<file path="config.mk">
export PLATFORM = sky130hd
export DESIGN_NAME = lr_spread_framer
export DESIGN_NICKNAME = d
export VERILOG_FILES = /design/src/rtl/lrfPkg.sv /design/src/rtl/lrfControl.sv /design/src/rtl/lrfDatapath.sv /design/src/rtl/lr_spread_framer.sv
export SDC_FILE = /design/constraint.sdc
export NUM_CORES = 1
export LEC_CHECK = 0
export CORE_MARGIN = 10
export CORE_UTILIZATION = 30
export DETAILED_ROUTE_END_ITERATION = 12
export GPL_TIMING_DRIVEN = 0
export PLACE_DENSITY = 0.5
export SLEW_MARGIN = 10
export SYNTH_ARGS = -nofsm -noshare
export SYNTH_HDL_FRONTEND = slang
export SYNTH_SLANG_ARGS = --single-unit
</file>
<file path="constraint.sdc">
create_clock -name clk -period 2.15 [get_ports clk]
set_clock_uncertainty 0.15 [all_clocks]
set_input_delay 0.3225 -clock clk [delete_from_list [all_inputs] [get_ports clk]]
set_output_delay 0.3225 -clock clk [all_outputs]
set_load 0.02 [all_outputs]
</file>
<file path="src/rtl/lrfPkg.sv">
package lrfPkg;
  localparam int SYNC_BITS = 64;
  localparam logic [SYNC_BITS-1:0] SYNC_WORD = 64'hCCC3_C3CC_C33C_3333;
  localparam int CODE_K = 7;
  localparam int TAIL_BITS = CODE_K - 1;
  localparam logic [CODE_K-1:0] GEN_FIRST  = 7'o171;
  localparam logic [CODE_K-1:0] GEN_SECOND = 7'o133;

  typedef enum logic [1:0] {
    PH_IDLE  = 2'd0,
    PH_SYNC  = 2'd1,
    PH_CHIPS = 2'd2,
    PH_WAIT  = 2'd3
  } phase_t;

  // Strobes from control to datapath
  typedef struct packed {
    logic       clearAll;
    logic       emitSync;
    logic [5:0] syncIdx;
    logic       syncInv;
    logic       emitChip;
    logic       chipOdd;
    logic       codedSel;
    logic       takeInfo;
    logic       takeTail;
    logic       acceptOpen;
  } dpCtrl_t;
endpackage

</file>
<file path="src/rtl/lrfControl.sv">
module lrfControl
  import lrfPkg::*;
#(
  parameter int REP_W     = 4,
  parameter int REP_RESET = 2,
  parameter int MAX_SF    = 8
) (
  input  logic             clk,
  input  logic             rstN,
  input  logic             cfgWr,
  input  logic [REP_W-1:0] cfgRep,
  input  logic             startReq,
  input  logic [1:0]       sfSel,
  input  logic             symStrobe,
  input  logic             bitAvail,
  input  logic             bitIsLast,
  output dpCtrl_t          ctrl,
  output logic             busy,
  output logic             done,
  output logic             cfgErr
);
  localparam int CHIP_W = $clog2(MAX_SF);
  localparam int SYNC_W = $clog2(SYNC_BITS);
  localparam int TAIL_W = $clog2(TAIL_BITS + 1);

  phase_t             phase;
  logic [REP_W-1:0]   repCfg;
  logic [REP_W-1:0]   repLat;
  logic [REP_W-1:0]   copyCnt;
  logic [SYNC_W-1:0]  syncCnt;
  logic [CHIP_W-1:0]  chipCnt;
  logic [CHIP_W-1:0]  sfLast;
  logic               codedSel;
  logic               tailMode;
  logic [TAIL_W-1:0]  tailCnt;
  logic               doneR;
  logic               errR;

  logic syncEnd, chipEnd, boundary, tailFinished;
  logic doFinish, doTail, doInfo, startOk;

  always_comb begin
    startOk      = (phase == PH_IDLE) && startReq && (sfSel != 2'b00);
    syncEnd      = (phase == PH_SYNC) && symStrobe &&
                   (syncCnt == SYNC_W'(SYNC_BITS - 1)) && (copyCnt == repLat);
    chipEnd      = (phase == PH_CHIPS) && symStrobe && codedSel && (chipCnt == sfLast);
    boundary     = syncEnd || chipEnd || (phase == PH_WAIT);
    tailFinished = tailMode && (tailCnt == TAIL_W'(TAIL_BITS));
    doFinish     = boundary && tailFinished;
    doTail       = boundary && tailMode && !tailFinished;
    doInfo       = boundary && !tailMode && bitAvail;
  end

  always_comb begin
    ctrl            = '0;
    ctrl.clearAll   = startOk;
    ctrl.emitSync   = (phase == PH_SYNC) && symStrobe;
    ctrl.syncIdx    = 6'(syncCnt);
    ctrl.syncInv    = (copyCnt != repLat);
    ctrl.emitChip   = (phase == PH_CHIPS) && symStrobe;
    ctrl.chipOdd    = chipCnt[0];
    ctrl.codedSel   = codedSel;
    ctrl.takeInfo   = doInfo;
    ctrl.takeTail   = doTail;
    ctrl.acceptOpen = (phase != PH_IDLE);
  end

  always_ff @(posedge clk or negedge rstN) begin
    if (!rstN) begin
      repCfg <= REP_W'(REP_RESET);
    end else if (cfgWr) begin
      repCfg <= cfgRep;
    end
  end

  always_ff @(posedge clk or negedge rstN) begin
    if (!rstN) begin
      phase    <= PH_IDLE;
      repLat   <= '0;
      copyCnt  <= '0;
      syncCnt  <= '0;
      chipCnt  <= '0;
      sfLast   <= '0;
      codedSel <= 1'b0;
      tailMode <= 1'b0;
      tailCnt  <= '0;
      doneR    <= 1'b0;
      errR     <= 1'b0;
    end else begin
      doneR <= 1'b0;
      errR  <= 1'b0;
      unique case (phase)
        PH_IDLE: begin
          if (startReq) begin
            if (sfSel == 2'b00) begin
              errR <= 1'b1;
            end else begin
              phase    <= PH_SYNC;
              repLat   <= repCfg;
              sfLast   <= CHIP_W'((32'd1 << sfSel) - 32'd1);
              copyCnt  <= '0;
              syncCnt  <= '0;
              chipCnt  <= '0;
              codedSel <= 1'b0;
              tailMode <= 1'b0;
              tailCnt  <= '0;
            end
          end
        end
        PH_SYNC: begin
          if (symStrobe) begin
            syncCnt <= syncCnt + 1'b1;
            if (syncCnt == SYNC_W'(SYNC_BITS - 1)) copyCnt <= copyCnt + 1'b1;
            if (syncEnd) phase <= doInfo ? PH_CHIPS : PH_WAIT;
          end
        end
        PH_CHIPS: begin
          if (symStrobe) begin
            if (chipCnt == sfLast) begin
              chipCnt  <= '0;
              codedSel <= ~codedSel;
            end else begin
              chipCnt <= chipCnt + 1'b1;
            end
            if (chipEnd) begin
              if (doFinish) begin
                phase <= PH_IDLE;
                doneR <= 1'b1;
              end else if (doTail || doInfo) begin
                phase <= PH_CHIPS;
              end else begin
                phase <= PH_WAIT;
              end
            end
          end
        end
        PH_WAIT: begin
          if (doInfo) phase <= PH_CHIPS;
        end
        default: phase <= PH_IDLE;
      endcase

      if (doTail) tailCnt <= tailCnt + 1'b1;
      if (doInfo && bitIsLast) begin
        tailMode <= 1'b1;
        tailCnt  <= '0;
      end
    end
  end

  assign busy   = (phase != PH_IDLE);
  assign done   = doneR;
  assign cfgErr = errR;
endmodule

</file>
<file path="src/rtl/lrfDatapath.sv">
module lrfDatapath
  import lrfPkg::*;
(
  input  logic       clk,
  input  logic       rstN,
  input  dpCtrl_t    ctrl,
  input  logic [7:0] inData,
  input  logic       inValid,
  input  logic       inLast,
  output logic       inReady,
  output logic       bitAvail,
  output logic       bitIsLast,
  output logic       symOut,
  output logic       symValid
);
  logic [7:0]        byteReg;
  logic              byteFull;
  logic              byteLast;
  logic              gotLast;
  logic [2:0]        bitIdx;
  logic [TAIL_BITS-1:0] encSt;   // [TAIL_BITS-1] is the newest past bit
  logic [1:0]        codedPair;
  logic              symOutR;
  logic              symValidR;

  logic              curBit;
  logic [CODE_K-1:0] encVec;
  logic              codeA, codeB;
  logic              chipVal, syncVal;

  always_comb begin
    inReady   = ctrl.acceptOpen && !byteFull && !gotLast;
    bitAvail  = byteFull;
    bitIsLast = byteLast && (bitIdx == 3'd7);
    curBit    = ctrl.takeTail ? 1'b0 : byteReg[bitIdx];
    encVec    = {curBit, encSt};
    codeA     = ^(encVec & GEN_FIRST);
    codeB     = ^(encVec & GEN_SECOND);
    chipVal   = codedPair[ctrl.codedSel] ^ ~ctrl.chipOdd;
    syncVal   = SYNC_WORD[ctrl.syncIdx] ^ ctrl.syncInv;
  end

  always_ff @(posedge clk or negedge rstN) begin
    if (!rstN) begin
      byteReg   <= '0;
      byteFull  <= 1'b0;
      byteLast  <= 1'b0;
      gotLast   <= 1'b0;
      bitIdx    <= '0;
      encSt     <= '0;
      codedPair <= '0;
    end else if (ctrl.clearAll) begin
      byteFull  <= 1'b0;
      byteLast  <= 1'b0;
      gotLast   <= 1'b0;
      bitIdx    <= '0;
      encSt     <= '0;
      codedPair <= '0;
    end else begin
      if (inValid && inReady) begin
        byteReg  <= inData;
        byteFull <= 1'b1;
        byteLast <= inLast;
        gotLast  <= inLast;
        bitIdx   <= '0;
      end
      if (ctrl.takeInfo || ctrl.takeTail) begin
        codedPair <= {codeB, codeA};
        encSt     <= {curBit, encSt[TAIL_BITS-1:1]};
      end
      if (ctrl.takeInfo) begin
        bitIdx <= bitIdx + 1'b1;
        if (bitIdx == 3'd7) byteFull <= 1'b0;
      end
    end
  end

  always_ff @(posedge clk or negedge rstN) begin
    if (!rstN) begin
      symOutR   <= 1'b0;
      symValidR <= 1'b0;
    end else begin
      symValidR <= ctrl.emitSync || ctrl.emitChip;
      if (ctrl.emitSync)      symOutR <= syncVal;
      else if (ctrl.emitChip) symOutR <= chipVal;
    end
  end

  assign symOut   = symOutR;
  assign symValid = symValidR;
endmodule

</file>
<file path="src/rtl/lr_spread_framer.sv">
module lr_spread_framer
  import lrfPkg::*;
#(
  parameter int REP_W     = 4,
  parameter int REP_RESET = 2,
  parameter int MAX_SF    = 8
) (
  input  logic             clk,
  input  logic             rstN,
  input  logic             cfgWr,
  input  logic [REP_W-1:0] cfgRep,
  input  logic             startReq,
  input  logic [1:0]       sfSel,
  input  logic [7:0]       inData,
  input  logic             inValid,
  input  logic             inLast,
  output logic             inReady,
  input  logic             symStrobe,
  output logic             symOut,
  output logic             symValid,
  output logic             busy,
  output logic             done,
  output logic             cfgErr
);
  dpCtrl_t ctrl;
  logic    bitAvail;
  logic    bitIsLast;

  lrfControl #(
    .REP_W(REP_W), .REP_RESET(REP_RESET), .MAX_SF(MAX_SF)
  ) u_ctrl (
    .clk(clk), .rstN(rstN), .cfgWr(cfgWr), .cfgRep(cfgRep),
    .startReq(startReq), .sfSel(sfSel), .symStrobe(symStrobe),
    .bitAvail(bitAvail), .bitIsLast(bitIsLast), .ctrl(ctrl),
    .busy(busy), .done(done), .cfgErr(cfgErr)
  );

  lrfDatapath u_dp (
    .clk(clk), .rstN(rstN), .ctrl(ctrl), .inData(inData),
    .inValid(inValid), .inLast(inLast), .inReady(inReady),
    .bitAvail(bitAvail), .bitIsLast(bitIsLast),
    .symOut(symOut), .symValid(symValid)
  );
endmodule

</file>
==> results of run 1 <==
==> routing by layer <==
layer,up-vias,wire (um),track usage
li1,1023,-,-
met1,1003,2860,0.113
met2,29,2990,0.149
met3,4,252,0.0228
met4,0,55,0.0260
met5,-,0,0
==> logic make-up after synthesis <==
kind of cell	after synthesis	synth area share
XOR/XNOR	21	0.0632
AND/OR/NAND/NOR	90	0.160
buffers and inverters	22	0.0327
adder cells (fa/ha/maj)	8	0.0344
flip-flops	56	0.482
multiplexers	28	0.114
AO/OA/AOI/OAI	44	0.114
==> final cells by class <==
type                       instances  share of cell area
clock buffer                       6              0.0206
tap                              129              0.0459
timing repair buffer              33              0.0878
inverter                          13              0.0139
multi-input combinational        191               0.409
sequential                        56               0.399
buffer                             9              0.0139
clock inverter                     2             0.00996
==> registers in the layout, indices dropped and copies added, names as in the netlist, 3 cells and up <==
| signal | cells |
|---|---|
| u_ctrl.chipCnt | 3 |
| u_ctrl.copyCnt | 4 |
| u_ctrl.repCfg | 4 |
| u_ctrl.repLat | 4 |
| u_ctrl.sfLast | 3 |
| u_ctrl.syncCnt | 6 |
| u_ctrl.tailCnt | 3 |
| u_dp.bitIdx | 3 |
| u_dp.byteReg | 8 |
| u_dp.encSt | 6 |
==> worst register-to-register path, delay by kind of cell (launching register included) <==
family	cells	cell delay (ns)
flops	1	0.47
xor+xnor	1	0.17
simple gates	2	0.68
mux	1	0.31
compound gates	1	0.18
==> layout by cell type, fill, tap and decap left out, types with 3 or more instances in the layout <==
cell	count
dfrtp_1	54
ha_1	8
xor2_1	8
nand2_1	35
mux2_2	13
o21ai_2	3
clkdlybuf4s50_1	22
a31oi_1	3
xnor2_1	13
nand2b_1	3
nand3_1	12
and3_1	4
mux2i_1	11
buf_2	5
buf_4	8
clkbuf_8	5
nor3_1	4
a21oi_1	7
nor2_1	13
a22o_1	4
o221ai_1	3
inv_1	13
o21ai_0	5
==> timing repair <==
item,in CTS,in global routing
hold endpoints to repair,55,0
pin swaps,0,3
endpoints found under the setup margin,16,19
setup buffers,0,6
gates resized for setup,5,8
hold buffers,1,0
==> power breakdown <==
group / switching [mW] / internal (mW) / leakage [nW]
logic: 0.940 / 0.944 / 0.812
registers: 0.278 / 1.41 / 0.706
clock network: 0.366 / 0.347 / 0.0552
==> stage by stage <==
stage / std cells / area (sq um) / utilization / power [mW] / hold slack (ns)
floorplan: 269 / 2910 / - / 3.06 / -0.123
global placement: 424 / 3330 / 0.357 / 3.48 / 0.307
detailed placement: 424 / 3330 / 0.357 / 3.51 / 0.295
CTS: 433 / 3460 / 0.371 / 4.24 / 0.330
global route: 439 / 3520 / 0.377 / 4.62 / 0.266
finish: 439 / 3520 / 0.377 / 4.29 / 0.250
==> worst max-delay path by stage <==
stage                       from               end  slack, ns  depth (start not counted)
3_5_place_dp           symStrobe    u_dp.bitIdx[2]      -0.30                          6
6_report       u_ctrl.chipCnt[0]    u_dp.bitIdx[1]       0.09                          5
3_3_place_gp                rstN  u_ctrl.repCfg[2]      -1.32                          1
5_1_grt        u_ctrl.syncCnt[0]    u_dp.bitIdx[2]     -0.001                          6
2_1_floorplan    u_ctrl.phase[0]    u_dp.bitIdx[1]       0.16                          7
4_1_cts          u_ctrl.phase[0]           inReady       0.02                          4
==> reports/metrics.sh, run 1 <==
YS.WARNINGS.COUNT=0
CTS.ROOT.BUFFER_CELL='clkbuf_8'
MAX_STAGE_DELAY_NS=0.57
HP-CLASS='in2reg'
NETLIST.AREA_LEADER.SHARE=0.473
GRT_FIRST_PASS_WIRELENGTH_MM=10.7
AVGROUTEDWIREPERCELL_UM=14.0
TRITONCTS_NUM_SINKS=56
TIMING.CRITICAL_PATH.CELLS='xor2_1 > or4_4 > o211ai_4 > nand2_4 > mux2_4'
PATH_MAX_FANOUT=7
POSTSYNTHAREAPERCELL_SQ_UM=10.8
GATE_COUNT_OF_THE_MAPPED_NETLIST=269
RUN_STATUS='complete, no violations'
FINAL_LAYOUT_SIZE_SUFFIX_GT1_FRAC=0.187
SLEW_VIOL_FINAL=0
CTS_BUFFER_DEPTH=2
CP.BUFFERS_INVERTERS=0
WORST_SLACK_SETUP_FINAL_NS=0.0937
NETLIST.TOP_CELL.BY_AREA='dfrtp_1'
NUM-NETS-FINAL=338
MIN_DELAY_WORST_ENDPOINT='u_ctrl.syncCnt[0]'
FLIP_FLOP_AND_LATCH_COUNT_AFTER_SYNTHESIS=56
DRT-PASS1-ITER-COUNT=4
DETAIL_ROUTE.DRC_VIOLATIONS=0
R2R_CELLS=5
SYNTH.MOST_COMMON_CELL='dfrtp_1'
CRITICAL_HOLD_PATH_STARTPOINT='symStrobe'
WHS_PATH_DEPTH=3
CRITPATHTOPFAMILY='simple AND/OR/NAND/NOR gates'
REPORTED_MAX_CAP_VIOLATION_COUNT=0
PLACE_CONGESTION=0.756
WORST_PIN_SLEW_NS=0.737
HTREE_NUM_LEVELS=2
INSERTED_CLOCK_BUFFERS=5
MAXIMUM_NUMBER_OF_PINS_ON_ONE_NET_BEFORE_GLOBAL_ROUTE_REPAIR=57
TIMING.CRITICAL_PATH.REQUIRED_NS=2.21
POWER-PER-CELL-AREA_nW_PER_UM2=1220
DIE_X_UM=118
INSERTION_DELAY_NS=0.31
DRT-INITIAL-DRC-COUNT=78
CORE.ROWCOUNT=35
CP_SLOWEST_CELL='or4_4'
NUMBER_OF_ANTENNA_REPAIR_DIODES=0
CRITPATHLAUNCHTYPE='flip-flop'
TRITONCTS='done'
HIGHEST_CLOCK_FREQUENCY_THE_DESIGN_CAN_MEET_MHz=486
GRT_USE_TOTAL=0.0900
GRT_ANTENNA_BEFORE_REPAIR=0
REMAINING_ANTENNA_VIOLATION_COUNT=0
DIE-AREA_SQ_UM=14000
CRITPATHCAPTURETYPE='flip-flop'
ASYNCSETRESETFLOPFRACSYNTH=1.00
TOP_LEVEL_PORTS=27
FIN_CRIT_NS=2.06
SYNTHESIS.NETS=298
YS.FLOP_TYPE='dfrtp_1'
WORSTPATHARRIVAL_NS=2.12
POST-DP-HPWL_MM=4.43
YOSYS-TOP-CELLS-AREA='dfrtp_1 (47%), mux2_2 (5.0%), nand2_1 (4.5%)'
SYNTH_SEQ_AREA_SHARE=0.482
PORTBUFFERS=26
CLKTRANSATPATHREGS_NS=0.11
SYNTH-EDFF-COUNT=0
TOTAL_GR_OVERFLOW=0
R2R_SETUP_SLK_NS=0.09
VIA_COUNT_OF_THE_FIRST_GLOBAL_ROUTING_PASS=2119
LAYOUT_WORST_PATH_CYCLE_SHARE=0.956
SLEW-LIMIT-HEADROOM=0.508
REGTOREGSTARTPOINT='u_ctrl.chipCnt[0]'
SYN2LAYOUT_AREA_GROWTH_PCT=20.9
FILLCELLCOUNT=919
DIE_HEIGHT_UM=118
SYN-CELL-AREA_SQ_UM=2910
SEQCELLAREA_SQ_UM=1400
MULTIINPUTGATEAREA_SQ_UM=1440
START_UTIL=0.312
MAX-VDD-IR-DROP_mV=0.409
FIN_TNS_SETUP_NS=0
R2R-END='u_dp.bitIdx[1]'
SETUP-VIOLATIONS-FINAL=0
VIASPERCELL=4.69
DRT-TOTAL-WL_MM=6.16
CORE_AREA_SQ_UM=9330
DETAILEDPLACE.WORSTSLACK_NS=-0.302
TOTAL_LEAKAGE_POWER_nW=1.57
POST_SYNTH_NUM_CELL_TYPES=55
SYNTH.TOP_CELLS.BY_COUNT='dfrtp_1 (55), nand2_1 (35), nor2_1 (14)'
TIMING_WORST_SETUP_PATH_TYPE='reg2reg'
NUM_VIAS=2059
FINAL_HOLD_VIOL_COUNT=0
Power figures use the tool's default switching activity.
==> inputs of run 2 (changes only) <==
--- a/config.mk
+++ b/config.mk
@@ -6,10 +6,10 @@
 export NUM_CORES = 1
 export LEC_CHECK = 0
 export CORE_MARGIN = 10
-export CORE_UTILIZATION = 30
+export CORE_UTILIZATION = 33
 export DETAILED_ROUTE_END_ITERATION = 12
 export GPL_TIMING_DRIVEN = 0
-export PLACE_DENSITY = 0.5
+export PLACE_DENSITY = 0.54
 export SLEW_MARGIN = 10
 export SYNTH_ARGS = -nofsm -noshare
 export SYNTH_HDL_FRONTEND = slang
==> reports/metrics.sh, run 2 (synthesized netlist as in run 1, its figures left out) <==
CP.BUFFERS_INVERTERS=0  # unchanged
NUM_VIAS=2061  # +0.097%
LAYOUT_WORST_PATH_CYCLE_SHARE=0.970  # +0.0140
TRITONCTS='done'
DETAIL_ROUTE.DRC_VIOLATIONS=0  # unchanged
LARGEST_REGISTER_FFS=8  # unchanged
R2R_SETUP_SLK_NS=0.06  # -0.03 ns
REMAINING_ANTENNA_VIOLATION_COUNT=0  # unchanged
R2R_CELLS=6  # +1
INSERTION_DELAY_NS=0.32  # about the same
POWER.INTERNAL_mW=2.66  # -1.5%
VIA_COUNT_OF_THE_FIRST_GLOBAL_ROUTING_PASS=2140  # +0.99%
TOTAL_GR_OVERFLOW=0  # unchanged
R2R-END='u_dp.bitIdx[1]'
CTS_BUFFER_DEPTH=2  # unchanged
DIE_X_UM=114  # -3.9%
CRITPATHCAPTURETYPE='flip-flop'
TRITONCTS_NUM_SINKS=56  # unchanged
TIMING_WORST_SETUP_PATH_TYPE='reg2reg'
TOP_LEVEL_PORTS=27  # unchanged
TIMING.CRITICAL_PATH.FROM='u_ctrl.syncCnt[1]'
RUN_STATUS='complete, no violations'
AVGROUTEDWIREPERCELL_UM=14.5  # +3.4%
GRT_USE_TOTAL=0.0977  # +0.00775
HP-CLASS='in2reg'
LARGESTREGISTERS='u_dp.byteReg (8), u_ctrl.syncCnt (6), u_dp.encSt (6)'
CLKTRANSATPATHREGS_NS=0.10  # about the same
INSERTED_CLOCK_BUFFERS=5  # unchanged
NUMBER_OF_ANTENNA_REPAIR_DIODES=0  # unchanged
WHS_PATH_DEPTH=3  # unchanged
DIE_HEIGHT_UM=114  # -3.9%
CORE.ROWCOUNT=34  # -2.9%
PORTBUFFERS=26  # unchanged
HTREE_NUM_LEVELS=2  # unchanged
LAYOUT.CELLS.MOST_COMMON='dfrtp_1'
POST-ROUTE-UTIL=0.400  # +0.0231
SLEW_VIOL_FINAL=0  # unchanged
GRT_SETUP_UNREPAIRED='yes'
POST-DP-HPWL_MM=4.40  # -0.69%
SETUP-VIOLATIONS-FINAL=0  # unchanged
FINAL_LAYOUT_SIZE_SUFFIX_GT1_FRAC=0.176  # -0.0106
TOTAL_LEAKAGE_POWER_nW=1.55  # -1.3%
LARGEST-REGISTER='u_dp.byteReg'
FIN_CRIT_NS=2.09  # +0.0301 ns
GRT_FIRST_PASS_WIRELENGTH_MM=10.5  # -2.2%
POWER.SWITCHING_mW=1.57  # -0.88%
VIASPERCELL=4.98  # +6.1%
TIMING.CRITICAL_PATH.CELLS='ha_1 > nand3_1 > or3_4 > o211ai_4 > nand2_4 > mux2_4'
MIN_DELAY_WORST_ENDPOINT='u_ctrl.syncCnt[0]'
CTS.ROOT.BUFFER_CELL='clkbuf_8'
REGTOREGSTARTPOINT='u_ctrl.syncCnt[1]'
SLEW-LIMIT-HEADROOM=0.510  # +0.00166
WORST_PIN_SLEW_NS=0.735  # -0.00249 ns
DRT-TOTAL-WL_MM=6.01  # -2.5%
TOTAL_POWER_mW=4.23  # -1.3%
HIGHEST_CLOCK_FREQUENCY_THE_DESIGN_CAN_MEET_MHz=479  # -1.4%
DIE-AREA_SQ_UM=13000  # -7.6%
PATH_MAX_FANOUT=5  # -2
LOGIC_PWR_SHARE=0.432  # -0.008
GRT_ANTENNA_BEFORE_REPAIR=0  # unchanged
SYN2LAYOUT_AREA_GROWTH_PCT=18.8
REPORTED_MAX_CAP_VIOLATION_COUNT=0  # unchanged
SW_SHARE=0.371  # +0.00151
PWR-SHARE-SEQ=0.401  # +0.007
START_UTIL=0.337  # +0.0250
LAYOUT.CELLS.MOST_COMMON_LIST='dfrtp_1 (54), nand2_1 (35), clkdlybuf4s50_1 (22)'
CRITPATHLAUNCHTYPE='flip-flop'
MAXIMUM_NUMBER_OF_PINS_ON_ONE_NET_BEFORE_GLOBAL_ROUTE_REPAIR=57  # unchanged
PLACED_CELLS=403  # -5.0%
NUM-NETS-FINAL=334  # -1.2%
DRT-INITIAL-DRC-COUNT=87  # +12%
CRITICAL_HOLD_PATH_STARTPOINT='symStrobe'
POWER-PER-CELL-AREA_nW_PER_UM2=1220  # +0.47%
PLACE_CONGESTION=0.821  # +8.5%
SHARE_CLK_OF_TOTAL_POWER=0.167  # about the same
CORE_AREA_SQ_UM=8640  # -7.4%
CRITPATHTOPFAMILY='simple AND/OR/NAND/NOR gates'
MAX-VDD-IR-DROP_mV=0.465  # +14%
INSTANCES_NO_FILL=414  # -5.7%
TIMING.CRITICAL_PATH.REQUIRED_NS=2.21  # about the same
WORSTPATHARRIVAL_NS=2.15  # +0.03 ns
MAX_STAGE_DELAY_NS=0.42  # -0.15 ns
FINAL_HOLD_VIOL_COUNT=0  # unchanged
DRT-PASS1-ITER-COUNT=4  # unchanged
CP_SLOWEST_CELL='dfrtp_1'
==> run 2: area by class of cell <==
type / count / area (sq um)
well taps: 108 / 135
plain buffers: 9 / 46.3
clock buffers: 6 / 72.6
repair buffers: 29 / 279
fillers: 854 / 5180
multi-input cells: 191 / 1430
flip-flops and latches: 56 / 1400
clock inverters: 2 / 38.8
inverters: 13 / 48.8
==> run 2: worst max-delay path by stage <==
stage                                   to  slack (ns)  cells after the start
after CTS                          inReady       0.008                      4
final                       u_dp.bitIdx[1]        0.06                      6
after floorplan             u_dp.bitIdx[1]        0.16                      7
after detailed placement    u_dp.bitIdx[1]       -0.33                      6
after global routing        u_dp.bitIdx[1]      -0.003                      6
after global placement    u_ctrl.repCfg[0]       -1.32                      1
==> run 2: power by group through the flow <==
stage / Combinational [mW] / Clock [mW] / Sequential (mW)
final: 1.83 / 0.709 / 1.70
after global routing: 2.06 / 0.784 / 1.74
after CTS: 1.83 / 0.731 / 1.70
after detailed placement: 1.79 / 0 / 1.72
after global placement: 1.76 / 0 / 1.71
after floorplan: 1.40 / 0 / 1.66
==> run 2: tightest hold or removal path, cell delays in order <==
cell            delay, ns
dlymetal6s2s_1       0.18
nand3b_4             0.13
mux2i_1              0.07
==> run 2: per-layer routing <==
metal | up-vias | share of wire | GRT usage
met4 | 0 | 0.019 | 0.0326
met2 | 31 | 0.46 | 0.155
met3 | 9 | 0.048 | 0.0341
met5 | - | 0 | 0
li1 | 1018 | - | -
met1 | 1003 | 0.47 | 0.121
==> run 2: stage by stage <==
stage / setup TNS (ns) / hold WS [ns] / setup slack [ns] / cell area, sq um
after floorplan: 0 / -0.123 / 0.161 / 2910
after global placement: -79.11 / 0.300 / -1.32 / 3310
after detailed placement: -6.12 / 0.286 / -0.333 / 3300
after CTS: 0 / 0.335 / 0.00784 / 3450
after global routing: -0.00338 / 0.259 / -0.00338 / 3460
final: 0 / 0.272 / 0.0636 / 3460
==> run 2: repair_timing <==
action                     4_1_cts  5_1_grt
hold endpoints to repair        55        0
setup endpoints to repair        7       20
hold buffers                     1        0
cloned                           0        0
pin swaps                        1        2
buffers inserted                 2        0
gates resized for setup          5        6
==> inputs of run 3 (changes only) <==
--- a/config.mk
+++ b/config.mk
@@ -7,9 +7,11 @@
 export LEC_CHECK = 0
 export CORE_MARGIN = 10
 export CORE_UTILIZATION = 33
+export CTS_CLUSTER_DIAMETER = 80
 export DETAILED_ROUTE_END_ITERATION = 12
 export GPL_TIMING_DRIVEN = 0
 export PLACE_DENSITY = 0.54
+export SKIP_CTS_REPAIR_TIMING = 1
 export SLEW_MARGIN = 10
 export SYNTH_ARGS = -nofsm -noshare
 export SYNTH_HDL_FRONTEND = slang
==> reports/metrics.sh, run 3 (synthesized netlist as in run 1, its figures left out) <==
DRT-PASS1-ITER-COUNT=4  # unchanged
NUMBER_OF_ANTENNA_REPAIR_DIODES=0  # unchanged
CORE.ROWCOUNT=34  # unchanged
MAX-VDD-IR-DROP_mV=0.462  # -0.64%
DRT-INITIAL-DRC-COUNT=70  # -20%
CTS.ROOT.BUFFER_CELL='clkbuf_8'
HP-CLASS='in2reg'
LARGEST-REGISTER='u_dp.byteReg'
REPORTED_MAX_CAP_VIOLATION_COUNT=0  # unchanged
SLEW-LIMIT-HEADROOM=0.514  # +0.00361
HTREE_NUM_LEVELS=2  # unchanged
FINAL_HOLD_VIOL_COUNT=0  # unchanged
INSERTION_DELAY_NS=0.31  # about the same
FINAL_NON_FILLER_CELL_AREA_SQ_UM=3500  # +1.2%
GRT_FIRST_PASS_WIRELENGTH_MM=10.4  # -0.86%
DIE_X_UM=114  # unchanged
REMAINING_ANTENNA_VIOLATION_COUNT=0  # unchanged
LAYOUT.CELLS.MOST_COMMON_LIST='dfrtp_1 (54), nand2_1 (35), clkdlybuf4s50_1 (22)'
WORST_PIN_SLEW_NS=0.730  # -0.00541 ns
FIN_CRIT_NS=2.11  # +0.0256 ns
TIMING_WORST_SETUP_PATH_TYPE='reg2reg'
SETUP-VIOLATIONS-FINAL=0  # unchanged
TOP_LEVEL_PORTS=27  # unchanged
VIA_COUNT_OF_THE_FIRST_GLOBAL_ROUTING_PASS=2114  # -1.2%
LAYOUT.CELLS.MOST_COMMON='dfrtp_1'
START_UTIL=0.337  # unchanged
TRITONCTS='done'
TOTAL_POWER_mW=4.28  # +1.3%
CRITPATHLAUNCHTYPE='flip-flop'
LAYOUT_WORST_PATH_CYCLE_SHARE=0.982  # +0.0119
GRT_USE_TOTAL=0.0972  # -0.000548
DIE-AREA_SQ_UM=13000  # unchanged
LARGESTREGISTERS='u_dp.byteReg (8), u_ctrl.syncCnt (6), u_dp.encSt (6)'
CRITPATHCAPTURETYPE='flip-flop'
GRT_SETUP_UNREPAIRED='yes'
PATH_MAX_FANOUT=7  # +2
DIE_HEIGHT_UM=114  # unchanged
NUM_VIAS=2086  # +1.2%
POWER-PER-CELL-AREA_nW_PER_UM2=1220  # about the same
CLKTRANSATPATHREGS_NS=0.10  # about the same
FILLCELLCOUNT=849  # -0.59%
AVGROUTEDWIREPERCELL_UM=14.5  # about the same
TIMING.CRITICAL_PATH.REQUIRED_NS=2.21  # about the same
NUM-NETS-FINAL=339  # +1.5%
FINAL_LAYOUT_SIZE_SUFFIX_GT1_FRAC=0.190  # +0.0132
TOTAL_LEAKAGE_POWER_nW=1.58  # +1.7%
VIASPERCELL=4.98  # about the same
TRITONCTS_NUM_SINKS=56  # unchanged
SLEW_VIOL_FINAL=0  # unchanged
MAXIMUM_NUMBER_OF_PINS_ON_ONE_NET_BEFORE_GLOBAL_ROUTE_REPAIR=57  # unchanged
TOTAL_GR_OVERFLOW=0  # unchanged
LARGEST_REGISTER_FFS=8  # unchanged
DRT-TOTAL-WL_MM=6.08  # +1.3%
INSERTED_CLOCK_BUFFERS=5  # unchanged
PLACED_CELL_AREA_SQ_UM=3300  # unchanged
SYN2LAYOUT_AREA_GROWTH_PCT=20.2
PLACE_CONGESTION=0.821  # unchanged
POST-DP-HPWL_MM=4.40  # unchanged
RUN_STATUS='complete, no violations'
PORTBUFFERS=26  # unchanged
GRT_ANTENNA_BEFORE_REPAIR=0  # unchanged
CORE_AREA_SQ_UM=8640  # unchanged
HIGHEST_CLOCK_FREQUENCY_THE_DESIGN_CAN_MEET_MHz=473  # -1.2%
WORSTPATHARRIVAL_NS=2.17  # +0.02 ns
DETAIL_ROUTE.DRC_VIOLATIONS=0  # unchanged
CTS_BUFFER_DEPTH=2  # unchanged
## run 3: cell count changes in the layout (fill, tap and decap cells not counted)
| cell | previous run | this run |
|---|---|---|
| buf_4 | 4 | 9 |
| dlygate4sd2_1 | 1 | 0 |
| dlymetal6s2s_1 | 1 | 2 |
## run 3: routing by layer
layer	routed length, um	global-route usage	vias up
met5	0	0	-
met4	72	0.0317	0
met3	350	0.0352	4
met2	2900	0.152	41
met1	2760	0.121	1016
li1	-	-	1025
## run 3: final timing paths
check / startpoint / end / slack [ns] / depth (start not counted)
worst max-delay path: u_ctrl.syncCnt[1] / u_dp.bitIdx[1] / 0.04 / 6
max in group asynchronous: rstN / u_ctrl.chipCnt[0] / 0.89 / 2
min in group asynchronous: rstN / u_ctrl.sfLast[1] / 0.46 / 2
worst max register to register: u_ctrl.syncCnt[1] / u_dp.bitIdx[1] / 0.04 / 6
worst min-delay path: symStrobe / u_ctrl.syncCnt[0] / 0.28 / 3
worst min register to register: u_ctrl.repCfg[0] / u_ctrl.repLat[0] / 0.33 / 2
## run 3: power by group
part	total, mW	switching, mW	leakage [nW]	internal [mW]
Combinational	1.88	0.942	0.818	0.943
Sequential	1.70	0.284	0.706	1.41
Clock	0.705	0.352	0.0558	0.353
## run 3: critical path, cell delays in order (launching register included)
cell and delay, ns:
dfrtp_1 0.41, ha_1 0.18, nand3_1 0.12, or3_4 0.39, o211ai_4 0.32, nand2_4 0.12
mux2_4 0.31
## run 3: area by class of cell
cell class / count / area (sq um) / share of cell area
Multi-Input combinational cell: 191 / 1430 / 0.410
Sequential cell: 56 / 1400 / 0.401
Timing Repair Buffer: 34 / 320 / 0.0916
Tap cell: 108 / 135 / 0.0386
Clock buffer: 6 / 72.6 / 0.0207
Inverter: 13 / 48.8 / 0.0139
Buffer: 9 / 46.3 / 0.0132
Clock inverter: 2 / 38.8 / 0.0111
## run 3: metrics by stage
stage	setup slack, ns	instances	utilization	hold WS (ns)	setup TNS [ns]
finish	0.0380	419	0.405	0.277	0
global route	-0.0203	419	0.405	0.259	-0.0421
CTS	-0.337	411	0.395	-0.0630	-0.590
detailed placement	-0.333	403	0.382	0.286	-6.12
global placement	-1.32	403	0.383	0.300	-79.11
floorplan	0.161	269	-	-0.123	0
